`src/rtl/deglitch_pkg.sv`:
```
// Shared sizing constants for the glitch filter.
// Assumes an 8-line port and a 20-bit effective interval inside a 32-bit word.
package deglitch_pkg;
    localparam int unsigned DG_LINES_PER_PORT = 8;
    localparam int unsigned DG_IVL_W          = 20;
    localparam int unsigned DG_REG_W          = 32;
    localparam int unsigned DG_SYNC_STAGES    = 2;
endpackage

```
`src/rtl/deglitch_sync.sv`:
```
// Multi-stage synchroniser for a vector of asynchronous lines.
// Assumes STAGES >= 1. The lines are treated independently; no bus coherence is implied.
module deglitch_sync #(
    parameter int unsigned W      = 8,
    parameter int unsigned STAGES = 2
) (
    input  logic         clk,
    input  logic         rst_n,
    input  logic [W-1:0] d,
    output logic [W-1:0] q
);
    logic [STAGES-1:0][W-1:0] chain;

    // Shift the raw sample through the flop chain.
    always_ff @(posedge clk) begin
        if (!rst_n) begin
            chain <= '0;
        end else begin
            chain[0] <= d;
            for (int s = 1; s < STAGES; s++) begin
                chain[s] <= chain[s-1];
            end
        end
    end

    assign q = chain[STAGES-1];
endmodule

```
`src/rtl/deglitch_tick.sv`:
```
// Shared sample tick generator.
// The counter runs freely. A tick is raised whenever the count has reached the
// interval, and the count then restarts at 0. Comparing with >= keeps the
// spacing bounded when the interval is lowered below the current count.
module deglitch_tick #(
    parameter int unsigned IVL_W = 20
) (
    input  logic             clk,
    input  logic             rst_n,
    input  logic [IVL_W-1:0] interval,
    output logic             tick
);
    logic [IVL_W-1:0] cnt_q;

    assign tick = (cnt_q >= interval);

    // Advance the interval counter, restarting after each tick.
    always_ff @(posedge clk) begin
        if (!rst_n) begin
            cnt_q <= '0;
        end else if (tick) begin
            cnt_q <= '0;
        end else begin
            cnt_q <= cnt_q + 1'b1;
        end
    end
endmodule

```
`src/rtl/deglitch_line.sv`:
```
// Per-line glitch filter state.
// At each tick the synchronised level is captured as a candidate. The held
// output takes the candidate only if the next tick sees the same level and
// the level did not move in between. With the enable low, the synchronised
// level is passed straight through.
module deglitch_line (
    input  logic clk,
    input  logic rst_n,
    input  logic tick,
    input  logic sync_in,
    input  logic en,
    output logic y
);
    logic held_q;
    logic cand_q;
    logic steady_q;

    // Track the candidate level and confirm it on a second tick.
    always_ff @(posedge clk) begin
        if (!rst_n) begin
            held_q   <= 1'b0;
            cand_q   <= 1'b0;
            steady_q <= 1'b0;
        end else if (tick) begin
            if (steady_q && (sync_in == cand_q)) begin
                held_q <= sync_in;
            end
            cand_q   <= sync_in;
            steady_q <= 1'b1;
        end else if (sync_in != cand_q) begin
            steady_q <= 1'b0;
        end
    end

    assign y = en ? held_q : sync_in;
endmodule

```
`src/rtl/deglitch_top.sv`:
```
// Glitch filter for NUM_PORTS ports of LINES_PER_PORT lines.
// Assumes raw_in is asynchronous. line_en and interval_reg are quasi-static
// host values. One tick generator serves every line of every port.
module deglitch_top
    import deglitch_pkg::*;
#(
    parameter int unsigned NUM_PORTS      = 2,
    parameter int unsigned LINES_PER_PORT = DG_LINES_PER_PORT,
    parameter int unsigned IVL_W          = DG_IVL_W,
    parameter int unsigned REG_W          = DG_REG_W,
    parameter int unsigned SYNC_STAGES    = DG_SYNC_STAGES,
    localparam int unsigned NUM_LINES     = NUM_PORTS * LINES_PER_PORT
) (
    input  logic                 clk,
    input  logic                 rst_n,
    input  logic [NUM_LINES-1:0] raw_in,
    input  logic [NUM_LINES-1:0] line_en,
    input  logic [REG_W-1:0]     interval_reg,
    output logic [NUM_LINES-1:0] filt_out
);
    logic [NUM_LINES-1:0] sync_q;
    logic [IVL_W-1:0]     ivl_lo;
    logic                 tick;
    logic                 unused_ivl_hi;

    assign ivl_lo        = interval_reg[IVL_W-1:0];
    assign unused_ivl_hi = ^interval_reg[REG_W-1:IVL_W];

    deglitch_sync #(
        .W      (NUM_LINES),
        .STAGES (SYNC_STAGES)
    ) u_sync (
        .clk   (clk),
        .rst_n (rst_n),
        .d     (raw_in),
        .q     (sync_q)
    );

    deglitch_tick #(
        .IVL_W (IVL_W)
    ) u_tick (
        .clk      (clk),
        .rst_n    (rst_n),
        .interval (ivl_lo),
        .tick     (tick)
    );

    for (genvar i = 0; i < NUM_LINES; i++) begin : g_line
        deglitch_line u_line (
            .clk     (clk),
            .rst_n   (rst_n),
            .tick    (tick),
            .sync_in (sync_q[i]),
            .en      (line_en[i]),
            .y       (filt_out[i])
        );
    end
endmodule

```
`config.mk`:
```
export PLATFORM = sky130hd
export DESIGN_NAME = deglitch_top
export DESIGN_NICKNAME = d
export VERILOG_FILES = /design/src/rtl/deglitch_pkg.sv /design/src/rtl/deglitch_sync.sv /design/src/rtl/deglitch_tick.sv /design/src/rtl/deglitch_line.sv /design/src/rtl/deglitch_top.sv
export SDC_FILE = /design/constraint.sdc
export NUM_CORES = 1
export LEC_CHECK = 0
export BUFFER_PORTS_ARGS = -buffer_cell sky130_fd_sc_hd__buf_4
export CAP_MARGIN = 20
export CORE_MARGIN = 2
export CORE_UTILIZATION = 51
export CTS_BUF_LIST = sky130_fd_sc_hd__clkbuf_16
export DETAILED_ROUTE_END_ITERATION = 16
export GPL_TIMING_DRIVEN = 1
export PLACE_DENSITY = 0.75
export SLEW_MARGIN = 20
export SYNTH_ARGS = -nofsm -noshare
export SYNTH_HDL_FRONTEND = slang
export SYNTH_SLANG_ARGS = --single-unit
```
`constraint.sdc`:
```
create_clock -name clk -period 6.73 [get_ports clk]
set_input_delay 0.673 -clock clk [delete_from_list [all_inputs] [get_ports clk]]
set_output_delay 0.673 -clock clk [all_outputs]
set_load 0.05 [all_outputs]
```
# Yosys cells after proc, flatten, opt, wreduce, memory -nomap -nowiden
# Index checks and enable logic that the tools add are counted.
[totals] ff_bits=100 inputBits=66 out_inout_bits=16
[op_classes] addsub=1 n_lt_le_gt_ge=1 n_eq_ne=32 muxes=48 bitwise=1 reduce_logical=49
[op_table] operator="1-bit two-way mux" count=48
[op_table] operator="2-bit AND reduction" count=16
[op_table] operator="2-bit nonzero test" count=16
[op_table] operator="20-bit by 1-bit adder with 20-bit output (second input constant)" count=1
[op_table] operator="20-bit greater-or-equal comparator" count=1
[op_table] operator="1-bit equality test" count=16
[op_table] operator="1-bit logical AND" count=16
[op_table] operator="1-bit inequality test" count=16
[op_table] operator="2-bit OR reduction" count=1
[op_table] operator="1-bit NOT" count=1

# Logic depth before layout (Yosys ltp)
# Gate-level depths: netlist of run 1.
[depth] ltp_word=3 ltp_mapped=10 depth_no_buf=8

# Hierarchy
# A second synthesis of run 1 with hierarchy kept.
[hier_totals] hier_cells=459 area_unflattened_um2=4650.7
[modules_own_cells] mod="deglitch_line" n_inst=16 cells_per_inst=13 area_each_um2=132.6 seq_area_each_um2=60.1
[modules_own_cells] mod="deglitch_tick" n_inst=1 cells_per_inst=168 area_each_um2=1512.7 seq_area_each_um2=400.4
[modules_own_cells] mod="deglitch_sync" n_inst=1 cells_per_inst=83 area_each_um2=1016.0 seq_area_each_um2=640.6

# Least setup slack after synthesis of run 1
# Ideal clock, no wire load.
[synth_path] path_kind="in2reg" start="input port interval_reg[0]" end="register g_line[11].u_line.held_q" t_arrival_ns=2.450 t_required_ns=6.590 path_slack_ns=4.140 cell_stages=8 cell_sequence="ha_1 nand2b_4 a2111oi_4 o311ai_1 a2111oi_4 buf_2 buf_2 o211ai_1"
[synth_between] elab_chain_cells=2
[synth_lines] item="start, declared" line_no="deglitch_top.sv:18" rtl="input logic [REG_W-1:0] interval_reg,"
[synth_lines] item="20-bit greater-or-equal comparator" line_no="deglitch_tick.sv:15" rtl="assign tick = (cnt_q >= interval);"
[synth_lines] item="2-bit AND reduction (no source line)"
[synth_lines] item="end signal, assigned" line_no="deglitch_line.sv:26" rtl="held_q <= sync_in;"
[synth_lines] item="end, declared" line_no="deglitch_line.sv:14" rtl="logic held_q;"
# No other way between the ends.
# A chain may end at the register's enable or synchronous reset.

# Worst setup path after layout of run 1
[layout_path] start="input port interval_reg[0]" end="register u_tick.cnt_q[15]"
[layout_between] elab_chain_cells=2
[layout_lines] item="20-bit greater-or-equal comparator" line_no="deglitch_tick.sv:15"
[layout_lines] item="2-bit OR reduction (no source line)"
[layout_lines] item="end signal, assigned" line_no="deglitch_tick.sv:24" rtl="cnt_q <= cnt_q + 1'b1;"
[layout_lines] item="end, declared" line_no="deglitch_tick.sv:13" rtl="logic [IVL_W-1:0] cnt_q;"
# No other way between the ends.

==> flow_summary.ini, run 1 <==
[critical_path]
crit_path_cell_trace = buf_4, ha_1, nand2b_4, a2111oi_4, o311ai_1, a2111oi_4, buf_4, nand2_4, nor2_1
path_max_fanout = 66
crit_buf_inv = 2
rrSetupSlack_ns = 3.79
path_class = input pin to flop
reg2reg_to = u_tick.cnt_q[15]$_SDFF_PP0_
r2r-start = u_tick.cnt_q[0]$_SDFF_PP0_
endpoint_kind = flop
r2r_cells = 9
critical-path-max-stage-delay_ns = 0.63
worstPathArrival_ns = 3.21
cpMaxStageDelayCell = buf_4
start_kind = input pin
required_ns = 6.99
cpLargestDelayFamily = compound AO/OA/AOI/OAI gates

[yosys]
synthTopCellsByArea = dfxtp_1 43%, ha_1 5.7%, xnor2_1 4.5%
syn_inst = 483
syn_avg_cell_area_um2 = 9.590
synth-seq-cells = 100
synth-edff-count = 0
synth_top_area_share_pct = 43.22
yosysSeqAreaShare_pct = 43.22
synthFlopType = dfxtp_1
synthArstFlopShare_pct = 0
syn-num-nets = 570
ys_types = 32
synth_common_cells = 100 x dfxtp_1, 36 x inv_1, 32 x and2_1
synth_top_area_cell = dfxtp_1
synth_most_common_cell = dfxtp_1
synth_area_um2 = 4632
yosys_warnings = 0

[place]
portBuffers = 69
hpwl_um = 5173
placed_area_um2 = 5062
gp_congestion = 0.8112
pre_cts_slack_ns = 3.443

[timing]
setup_tns_ns = 0
setup_ws_ns = 3.777
finalHoldViolCount = 0
finClkSkew_ns = 0.004741
timing.fmax_ghz = 0.3386
finalCriticalPeriod_ns = 2.953
finalMaxSlewViolations = 0
worstMarginPinSlew_ns = 0.9071
rsz0062_at_grt = no
setup_violations = 0
finalCritPeriodShare_pct = 43.88
maxSlewHeadroom_pct = 39.53

[detailed_routing]
wl_per_cell_um = 11.94
drt-total-wl_um = 7639
antenna_left = 0
met2_length_um = 3452
drt_iter0_markers = 127
route.detailed.drc = 0
wl_met3_um = 364
viasPerCell = 5.181
vias = 3316
highest_layer = met4
first_pass_iters = 4
wl_met1_um = 3672

[clock_tree]
cts_buffers = 9
clock-root-buffer = clkbuf_16
clock_latency_ns = 0.33
clkTransAtPathRegs_ns = 0.06
hold_buffers = 0
cts_setup_buffers = 0
ctsResizeCount = 0
cts_tree = yes
h-tree-depth = 3
cts_buffer_depth = 2
cts_sinks = 100

[global_routing]
grt_pass1_vias = 3139
grt_max_degree = 115
grtUsageTotal_pct = 16.31
antenna_found_initial = 0
grt_pass1_wl_um = 13170
grt_overflow = 0

[finish]
area_growth_pct = 15.96
fin_area_um2 = 5371
nets = 614
drive_gt1_share_pct = 19.55
antenna_cells = 0

[floorplanning]
start_util_pct = 52.86
pin_count = 82
die_h_um = 99.30
die_w_um = 99.30
core_area_um2 = 8763
die_area_um2 = 9860
rows = 34

[pwr]
power_density_nw_per_um2 = 226.2
sequentialPowerShare_pct = 50.2
peakVddDrop_mv = 0.1277
power.switching_uw = 246.8
clkPwrFrac_pct = 43.1
leakage_uw = 0.002225
swShare_pct = 20.32
combPwrFrac_pct = 6.7
p_int_uw = 967.9

[min_path]
hold_depth = 1
hp-start = u_sync.chain[5]$_SDFF_PN0_
holdPathEnd = u_sync.q[5]$_SDFF_PN0_
min_path_type = flop to flop

[run_status]
status = finished, final reports clean

[flow_run]
maxCapViolations = 0
[kinds of logic (layout without fill, tap and decap cells)]
kind of cell,count (synthesis),count (layout),share of synthesized area [%]
adders and majority gates,21,21,5.673
DFF,100,100,43.22
buffers and inverters,73,122,7.888
AOI/OAI and AO/OA,64,64,11.32
xor gates and xnor gates,34,34,6.429
and+or+nand+nor,159,159,18.13
muxes,32,32,7.347
[worst max-delay path by stage]
stage | slack [ns] | depth (start not counted) | start | to
after floorplan | 4.14 | 8 | interval_reg[0] | g_line[11].u_line.held_q$_SDFFE_PN0P_
after global placement | 3.53 | 9 | interval_reg[0] | u_tick.cnt_q[16]$_SDFF_PP0_
after detailed placement | 3.44 | 9 | interval_reg[0] | u_tick.cnt_q[17]$_SDFF_PP0_
after CTS | 3.77 | 9 | u_tick.cnt_q[0]$_SDFF_PP0_ | u_tick.cnt_q[15]$_SDFF_PP0_
after global routing | 3.51 | 9 | u_tick.cnt_q[0]$_SDFF_PP0_ | u_tick.cnt_q[15]$_SDFF_PP0_
final | 3.78 | 9 | interval_reg[0] | u_tick.cnt_q[15]$_SDFF_PP0_
[power groups by stage]
stage	Clock (µW)	Sequential, µW	Combinational (µW)
2_1_floorplan	0	621	53.4
3_3_place_gp	0	623	80.7
3_5_place_dp	0	623	82.1
4_1_cts	540	610	82.5
5_1_grt	564	611	89.6
6_report	523	610	81.3
[final cells by class]
| type | count | area (µm²) |
|---|---|---|
| Fill cell | 739 | 3392 |
| Multi-Input combinational cell | 310 | 2265 |
| Sequential cell | 100 | 2002 |
| Timing Repair Buffer | 70 | 525.5 |
| Clock buffer | 9 | 225.2 |
| Inverter | 36 | 135.1 |
| Tap cell | 108 | 135.1 |
| Clock inverter | 7 | 83.83 |
[through the flow]
step | std cells | hold slack (ns) | total power, µW | utilization, %
after CTS | 640 | 0.4321 | 1232 | 61.29
after floorplan | 483 | 0.4119 | 674.7 | -
final | 640 | 0.4299 | 1215 | 61.29
after detailed placement | 624 | 0.4179 | 705.6 | 57.77
after global routing | 640 | 0.4484 | 1265 | 61.29
after global placement | 624 | 0.4136 | 703.9 | 57.77
[layer usage]
layer,up-vias,global-route usage [%]
met5,-,0
met4,0,7.165
met3,14,3.725
met2,83,26.77
met1,1489,20.59
li1,1730,-
[cells in the final DEF, fill, tap and decap left out, types with 3 or more instances in the layout]
| cell | synthesis | final |
|---|---|---|
| dfxtp_1 | 100 | 100 |
| buf_4 | 17 | 70 |
| inv_1 | 36 | 38 |
| and2_1 | 32 | 32 |
| nor2_1 | 29 | 29 |
| nand2_1 | 29 | 29 |
| xnor2_1 | 24 | 24 |
| nand4_1 | 22 | 22 |
| nand3_1 | 22 | 22 |
| ha_1 | 21 | 21 |
| nor2b_1 | 17 | 17 |
| mux2_2 | 16 | 16 |
| o311ai_0 | 16 | 16 |
| o211ai_1 | 16 | 16 |
| mux2i_1 | 16 | 16 |
| a21boi_0 | 15 | 15 |
| xor2_1 | 10 | 10 |
| clkbuf_16 | 0 | 9 |
| a21oi_1 | 7 | 7 |
| o21a_1 | 3 | 3 |
| and3_1 | 3 | 3 |
[registers in the layout, indices dropped and copies added, names as in the netlist]
register,count
u_tick.cnt_q,20
g_line.u_line.cand_q,16
g_line.u_line.steady_q,16
u_sync.q,16
g_line.u_line.held_q,16
u_sync.chain,16
No activity file was read; power rests on OpenSTA's default activity.
==> inputs of run 2 (changes only) <==
clock period = 3.04 ns   (was 6.73 ns; I/O delays follow)
==> flow_summary.ini, run 2 (same netlist as run 1, synthesis figures left out) <==
[run_status]
status = finished, final reports clean

[global_routing]
grt_pass1_vias = 3188
grt_pass1_wl_um = 13560
grtUsageTotal_pct = 16.60
grt_max_degree = 115
grt_overflow = 0
antenna_found_initial = 0

[timing]
hold_slack_ns = 0.1737
finalCritPeriodShare_pct = 84.25
setup_tns_ns = 0
finalMaxSlewViolations = 0
worstMarginPinSlew_ns = 0.9299
maxSlewHeadroom_pct = 38.01
finalHoldViolCount = 0
setup_violations = 0
timing.fmax_ghz = 0.3904
finClkSkew_ns = 0.009229
rsz0062_at_grt = no
finalCriticalPeriod_ns = 2.561

[critical_path]
start_kind = flop
critical-path-max-stage-delay_ns = 0.39
path_class = flop to flop
cp.depth = 9
path_max_fanout = 66
cpMaxStageDelayCell = a2111oi_4
crit_top_cell = a2111oi_4
worstPathArrival_ns = 2.83
crit_path_cell_trace = inv_1, ha_1, nand2b_4, a2111oi_4, o311ai_1, a2111oi_4, buf_12, nand2_4, nor2_1
r2r_cells = 9
required_ns = 3.31
crit_buf_inv = 2
cpLargestDelayFamily = compound AO/OA/AOI/OAI gates
endpoint_kind = flop

[finish]
final_cells = 640
final_cell_mix = 100 x dfxtp_1, 69 x buf_4, 36 x inv_1
antenna_cells = 0
multi_input_area_um2 = 2265
fin_area_um2 = 5366
top_register = u_tick.cnt_q
nets = 614
area_growth_pct = 15.86
layout.area.seq_um2 = 2002
mostFrequentLayoutCell = dfxtp_1
largest_reg_flops = 20
fillCellCount = 747
drive_gt1_share_pct = 19.74

[pwr]
clkPwrFrac_pct = 41.9
power.switching_uw = 569.2
power_density_nw_per_um2 = 491.0
swShare_pct = 21.60
leakage_uw = 0.002213
peakVddDrop_mv = 0.3723
combPwrFrac_pct = 6.9
sequentialPowerShare_pct = 51.3
power_uw = 2635
p_int_uw = 2066

[floorplanning]
start_util_pct = 52.86
die_area_um2 = 9860
die_w_um = 99.30
die_h_um = 99.30
pin_count = 82
core_area_um2 = 8763
rows = 34

[place]
gp_congestion = 0.8140
portBuffers = 69
hpwl_um = 5333
placed_area_um2 = 5075
post-place-cells = 624

[detailed_routing]
drt-total-wl_um = 7820
viasPerCell = 5.155
wl_per_cell_um = 12.22
vias = 3299
highest_layer = met4
antenna_left = 0
wl_met1_um = 3797
route.detailed.drc = 0
wl_met3_um = 283
first_pass_iters = 4
drt_iter0_markers = 68
met2_length_um = 3593

[min_path]
hold_depth = 2
min_path_type = input pin to flop

[clock_tree]
cts_buffers = 9
cts_setup_buffers = 0
clock-root-buffer = clkbuf_16
h-tree-depth = 3
hold_buffers = 0
cts_sinks = 100
ctsResizeCount = 0
cts_tree = yes
clkTransAtPathRegs_ns = 0.07
cts_buffer_depth = 2
clock_latency_ns = 0.33

[flow_run]
maxCapViolations = 0
run 2: cell types whose count changed in the layout (fill, tap and decap cells not counted), sizes merged:
| cell | change |
|---|---|
| clkinvlp | +1 |
| inv | -1 |
| bufinv | -1 |
| clkinv | +1 |
run 2: area by class of cell:
type,count,share of cell area (%)
Inverter,36,2.518
Timing Repair Buffer,70,10.03
Tap cell,108,2.518
Sequential cell,100,37.30
Clock inverter,7,1.236
Multi-Input combinational cell,310,42.20
Clock buffer,9,4.197
run 2: worst paths after layout:
path,start,end,slack [ns]
max reg2reg,u_tick.cnt_q[0]$_SDFF_PP0_,u_tick.cnt_q[12]$_SDFF_PP0_,0.48
min reg2reg,u_sync.chain[5]$_SDFF_PN0_,u_sync.q[5]$_SDFF_PN0_,0.43
max,u_tick.cnt_q[0]$_SDFF_PP0_,u_tick.cnt_q[12]$_SDFF_PP0_,0.48
min,raw_in[4],u_sync.chain[4]$_SDFF_PN0_,0.17
run 2: stage by stage:
step,setup WS [ns],util [%]
6_report,0.4787,61.24
5_1_grt,0.2564,61.24
4_1_cts,0.4251,61.24
3_3_place_gp,0.4945,57.91
3_5_place_dp,0.4432,57.91
2_1_floorplan,0.7429,-
run 2: per-layer routing:
metal  global-route usage [%]  up-vias
li1                         -     1739
met5                        0        -
met1                    21.63     1488
met4                    7.165        0
met3                    2.530       12
met2                    27.44       60
run 2: power groups by stage:
| stage | logic, µW | registers (µW) | clock network [µW] |
|---|---|---|---|
| 4_1_cts | 183 | 1350 | 1130 |
| 2_1_floorplan | 118 | 1380 | 0 |
| 5_1_grt | 199 | 1350 | 1180 |
| 3_5_place_dp | 183 | 1380 | 0 |
| 3_3_place_gp | 178 | 1380 | 0 |
| 6_report | 181 | 1350 | 1100 |
